### src/rtl/twin_slot_pkg.sv
package twin_slot_pkg;

  localparam int unsigned TS_DEFAULT_WIDTH = 32;

  // Fill-level encoding: bit 1 = "no free slot", bit 0 = "flit presented".
  typedef enum logic [1:0] {
    ST_EMPTY = 2'b00,
    ST_ONE   = 2'b01,
    ST_TWO   = 2'b11
  } slot_state_e;

endpackage

### src/rtl/twin_slot_ctrl.sv
module twin_slot_ctrl
  import twin_slot_pkg::*;
(
  input  logic clk,
  input  logic rst_n,
  input  logic up_valid,
  input  logic dn_ready,
  output logic up_ready,
  output logic dn_valid,
  output logic head_load,
  output logic head_from_spare,
  output logic spare_load
);

  slot_state_e state_q, state_d;
  logic        accept, depart;

  // Handshake outputs come straight from the state bits.
  assign up_ready = ~state_q[1];
  assign dn_valid = state_q[0];
  assign accept   = up_valid & up_ready;
  assign depart   = dn_valid & dn_ready;

  always_comb begin
    state_d = state_q;
    unique case (state_q)
      ST_EMPTY: if (up_valid)             state_d = ST_ONE;
      ST_ONE: begin
        if (up_valid && !dn_ready)        state_d = ST_TWO;
        else if (!up_valid && dn_ready)   state_d = ST_EMPTY;
      end
      ST_TWO:   if (dn_ready)             state_d = ST_ONE;
      default:                            state_d = ST_EMPTY;
    endcase
  end

  always_ff @(posedge clk or negedge rst_n) begin
    if (!rst_n) state_q <= ST_EMPTY;
    else        state_q <= state_d;
  end

  // Datapath enables: head takes new data when empty or when replacing a
  // departing flit; spare catches a flit behind a stalled head.
  always_comb begin
    head_load       = 1'b0;
    head_from_spare = 1'b0;
    spare_load      = 1'b0;
    unique case (state_q)
      ST_EMPTY: head_load = accept;
      ST_ONE: begin
        head_load  = accept & depart;
        spare_load = accept & ~depart;
      end
      ST_TWO: begin
        head_load       = depart;
        head_from_spare = 1'b1;
      end
      default: ;
    endcase
  end

  // accepting behind a stalled single flit fills the stage
  a_r3_fill_drops_ready: assert property (@(posedge clk) disable iff (!rst_n)
    (up_valid && up_ready && dn_valid && !dn_ready) |=> !up_ready);

  // no free slot means a flit is being presented
  a_r4_full_implies_valid: assert property (@(posedge clk) disable iff (!rst_n)
    !up_ready |-> dn_valid);

  // nothing held and nothing arriving stays empty
  a_r4_idle_stays_empty: assert property (@(posedge clk) disable iff (!rst_n)
    (!dn_valid && !up_valid) |=> !dn_valid);

  // pass-through with one flit keeps one flit
  a_r9_pass_through: assert property (@(posedge clk) disable iff (!rst_n)
    (up_valid && up_ready && dn_valid && dn_ready && up_ready) |=> (up_ready && dn_valid));

  // a full stage with downstream taking a flit frees a slot
  a_r3_drain_frees_slot: assert property (@(posedge clk) disable iff (!rst_n)
    (!up_ready && dn_ready) |=> (up_ready && dn_valid));

endmodule

### src/rtl/twin_slot_store.sv
module twin_slot_store #(
  parameter int unsigned WIDTH = twin_slot_pkg::TS_DEFAULT_WIDTH
) (
  input  logic             clk,
  input  logic [WIDTH-1:0] up_data,
  input  logic             head_load,
  input  logic             head_from_spare,
  input  logic             spare_load,
  output logic [WIDTH-1:0] dn_data
);

  logic [WIDTH-1:0] head_q, spare_q, head_d;

  assign head_d  = head_from_spare ? spare_q : up_data;
  assign dn_data = head_q;

  always_ff @(posedge clk) begin
    if (head_load) head_q <= head_d;
  end

  always_ff @(posedge clk) begin
    if (spare_load) spare_q <= up_data;
  end

endmodule

### src/rtl/twin_slot_stage.sv
module twin_slot_stage #(
  parameter int unsigned WIDTH = twin_slot_pkg::TS_DEFAULT_WIDTH
) (
  input  logic             clk,
  input  logic             rst_n,
  input  logic [WIDTH-1:0] up_data,
  input  logic             up_valid,
  output logic             up_ready,
  output logic [WIDTH-1:0] dn_data,
  output logic             dn_valid,
  input  logic             dn_ready
);

  logic head_load, head_from_spare, spare_load;

  twin_slot_ctrl ctrl_i (
    .clk             (clk),
    .rst_n           (rst_n),
    .up_valid        (up_valid),
    .dn_ready        (dn_ready),
    .up_ready        (up_ready),
    .dn_valid        (dn_valid),
    .head_load       (head_load),
    .head_from_spare (head_from_spare),
    .spare_load      (spare_load)
  );

  twin_slot_store #(.WIDTH(WIDTH)) store_i (
    .clk             (clk),
    .up_data         (up_data),
    .head_load       (head_load),
    .head_from_spare (head_from_spare),
    .spare_load      (spare_load),
    .dn_data         (dn_data)
  );

  // a stalled flit is held unchanged
  a_r5_stall_holds: assert property (@(posedge clk) disable iff (!rst_n)
    (dn_valid && !dn_ready) |=> (dn_valid && $stable(dn_data)));

endmodule

### config.mk
export PLATFORM = sky130hd
export DESIGN_NAME = twin_slot_stage
export DESIGN_NICKNAME = d
export VERILOG_FILES = /design/src/rtl/twin_slot_pkg.sv /design/src/rtl/twin_slot_ctrl.sv /design/src/rtl/twin_slot_store.sv /design/src/rtl/twin_slot_stage.sv
export SDC_FILE = /design/constraint.sdc
export NUM_CORES = 1
export LEC_CHECK = 0
export CAP_MARGIN = 30
export CORE_MARGIN = 5
export CORE_UTILIZATION = 35
export DETAILED_ROUTE_END_ITERATION = 10
export MAX_ROUTING_LAYER = met4
export SLEW_MARGIN = 10
export SYNTH_ARGS = -nofsm -noshare
export SYNTH_HDL_FRONTEND = slang
export SYNTH_SLANG_ARGS = --single-unit
export TNS_END_PERCENT = 20
### constraint.sdc
create_clock -name clk -period 3.9 [get_ports clk]
set_input_delay 0.39 -clock clk [delete_from_list [all_inputs] [get_ports clk]]
set_output_delay 0.39 -clock clk [all_outputs]
set_load 0.01 [all_outputs]
==> impl_metrics.toml <==
[outcome]
outcome = "completed"

[power]
peakVddDrop_uv = 364
p_sw_share_pct = 27.7
power_density_nw_per_um2 = 657
power_frac_clock_pct = 22.4
p_leak_nw = 1.21
p_sw_mw = 0.652
internal_power_mw = 1.71
pwr-share-seq_pct = 47.4
comb_power_share_pct = 30.1

[die]
initial_utilization_pct = 35.6
die_area_sq_um = 9100
pin_count = 70
row_count = 31
die_x_um = 95.4
die_height_um = 95.4
core_sq_um = 7180

[route]
vias = 1386
drc = 0
antenna_left = 0
post_drt_wl_per_cell_um = 16.1
drtIter0Drc = 39
wl_mm = 4.96
vias_per_cell = 4.50
dr.pass1.iters = 4

[placement]
gp_congestion = 0.720
io_buffers = 69
dp_hpwl_mm = 3.48
dp_slack_ns = 1.30

[synth]
yosys_warnings = 0
syn_nets = 168
synth.avg_cell_area_sq_um = 20.3
syn_area_sq_um = 2550
synth_cell_types = 17
ys_seq_area_share_pct = 77.3
ys_ff_latch = 66
synthCells = 126

[layout]
fin_nets = 246
antenna_cells = 0
drive_above_1_share_pct = 25.8
areaGrowthSynthToFinish_pct = 40.5

[worst_hold_path]
hold_path.class = "input port to async pin"

[grt]
first_global_vias = 1515
grt_overflow = 0
grt_start_max_net_pins = 34
grt_first_pass_wirelength_mm = 7.51
antenna_found_initial = 0
grtUsageTotal_pct = 11.6

[clock_tree]
cts_hold_buf = 0
htreeDepth = 3
postCtsSetupBuffers = 0
clockBufferDepth = 2
clk_latency_ns = 0.32
cts_buffers = 9
clock_sinks = 66
cts_resized = 0
cts_tree = "done"
cts_root_buf = "clkbuf_8"
path_clk_slew_ns = 0.07

[setup_path]
startpoint_type = "flop"
worstSetupPathType = "flop to flop"
cp-end-kind = "flop"
worstPathArrival_ns = 2.29
path_max_fanout = 32
cp_data_required_time_ns = 3.84

[sta]
grt_setup_unrepaired = "false"
holdWs_ns = 0.230
setup_viol = 0
relSlewSlack_pct = 38.3
finalHoldViolations = 0
finalMaxSlewViolations = 0
fmax_ghz = 0.424
min_period_ns = 2.36
finalCritPeriodShare_pct = 60.4
tightest_slew_ns = 0.923
finalSetupTns_ns = 0
layout_setup_ws_ns = 1.54
final.setup_skew_ns = 0.00975

[run]
max-cap-violations = 0
==> synthesized netlist by cell type (all sizes together) <==
| library cell | count | area (sq um) |
|---|---|---|
| inv | 4 | 15.0 |
| o31a | 1 | 10.0 |
| o221a | 1 | 20.0 |
| ha | 6 | 75.1 |
| nand3b | 1 | 7.51 |
| dfrtp | 2 | 50.1 |
| a21oi | 3 | 18.8 |
| a31oi | 1 | 6.26 |
| mux2 | 34 | 383 |
| buf | 4 | 22.5 |
| nand3 | 3 | 15.0 |
| nor2 | 2 | 7.51 |
| edfxtp | 64 | 1920 |
==> layout by cell type (no fill, tap or decap), drive strengths merged <==
cell | synthesis | layout
edfxtp | 64 | 64
mux2 | 34 | 34
nand3 | 3 | 3
clkinv | 0 | 3
inv | 4 | 4
o31a | 1 | 1
clkbuf | 0 | 11
buf | 4 | 2
nor2 | 2 | 2
a21oi | 3 | 3
a31oi | 1 | 1
ha | 6 | 6
clkdlybuf4s50 | 0 | 69
nand3b | 1 | 1
clkinvlp | 0 | 1
o221a | 1 | 1
dfrtp | 2 | 2
bufinv | 0 | 1
==> kinds of logic (layout without fill, tap and decap cells) <==
family | count (synthesis) | count (layout) | share of synthesized area, %
AO/OA/AOI/OAI | 6 | 6 | 2.16
adder cells (fa/ha/maj) | 6 | 6 | 2.94
buffers and inverters | 8 | 91 | 1.47
flip-flops | 66 | 66 | 77.3
multiplexers | 34 | 34 | 15.0
AND/OR/NAND/NOR | 6 | 6 | 1.18
==> registers in the layout, summed over array words and instances (netlist names) <==
name,count
store_i.spare_q,32
store_i.dn_data,32
ctrl_i.state_q,2
==> cell type report <==
| type | instances | area, sq um |
|---|---|---|
| Clock buffer | 11 | 131 |
| Clock inverter | 5 | 55.1 |
| Fill cell | 582 | 3590 |
| Inverter | 4 | 15.0 |
| Multi-Input combinational cell | 52 | 564 |
| Sequential cell | 66 | 1970 |
| Tap cell | 99 | 124 |
| Timing Repair Buffer | 71 | 726 |
==> per-layer routing <==
layer	up-vias	part of all wire [%]	track usage, %
li1	653	-	-
met1	670	45	14.6
met2	59	48	18.4
met3	4	6.3	2.45
met4	0	0.42	4.62
met5	-	0	-
==> critical path, cell delays in order (launching register included) <==
cell,delay [ns]
dfrtp_1,0.46
inv_1,0.18
ha_1,0.21
a31oi_1,0.09
o31a_2,0.32
nor2_4,0.71
==> final timing paths <==
path / from / end / slack, ns / cells after the start
setup / recovery: ctrl_i.state_q[1]$_DFFE_PN0P_ / store_i.dn_data[31]$_DFFE_PP_ / 1.54 / 5
hold / removal: rst_n / ctrl_i.state_q[1]$_DFFE_PN0P_ / 0.23 / 1
setup reg to reg: ctrl_i.state_q[1]$_DFFE_PN0P_ / store_i.dn_data[31]$_DFFE_PP_ / 1.54 / 5
hold reg to reg: store_i.spare_q[11]$_DFFE_PP_ / store_i.dn_data[11]$_DFFE_PP_ / 0.55 / 1
max in group asynchronous: rst_n / ctrl_i.state_q[0]$_DFFE_PN0P_ / 3.54 / 1
min in group clk: store_i.spare_q[11]$_DFFE_PP_ / store_i.dn_data[11]$_DFFE_PP_ / 0.55 / 1
==> power groups by stage <==
| stage | clock, mW | combinational [mW] | sequential (mW) |
|---|---|---|---|
| floorplan | 0 | 0.284 | 1.18 |
| global route | 0.576 | 0.768 | 1.14 |
| detailed placement | 0 | 0.723 | 1.14 |
| CTS | 0.547 | 0.727 | 1.12 |
| global placement | 0 | 0.672 | 1.13 |
| finish | 0.529 | 0.711 | 1.12 |
==> stage by stage <==
stage	total power, mW	area, sq um	cells	utilization [%]
2_1_floorplan	1.47	2550	126	-
3_3_place_gp	1.80	3370	291	47.0
3_5_place_dp	1.86	3400	292	47.4
4_1_cts	2.40	3590	308	50.0
5_1_grt	2.48	3590	308	50.0
6_report	2.36	3590	308	50.0
No activity file was read; power rests on OpenSTA's default activity.
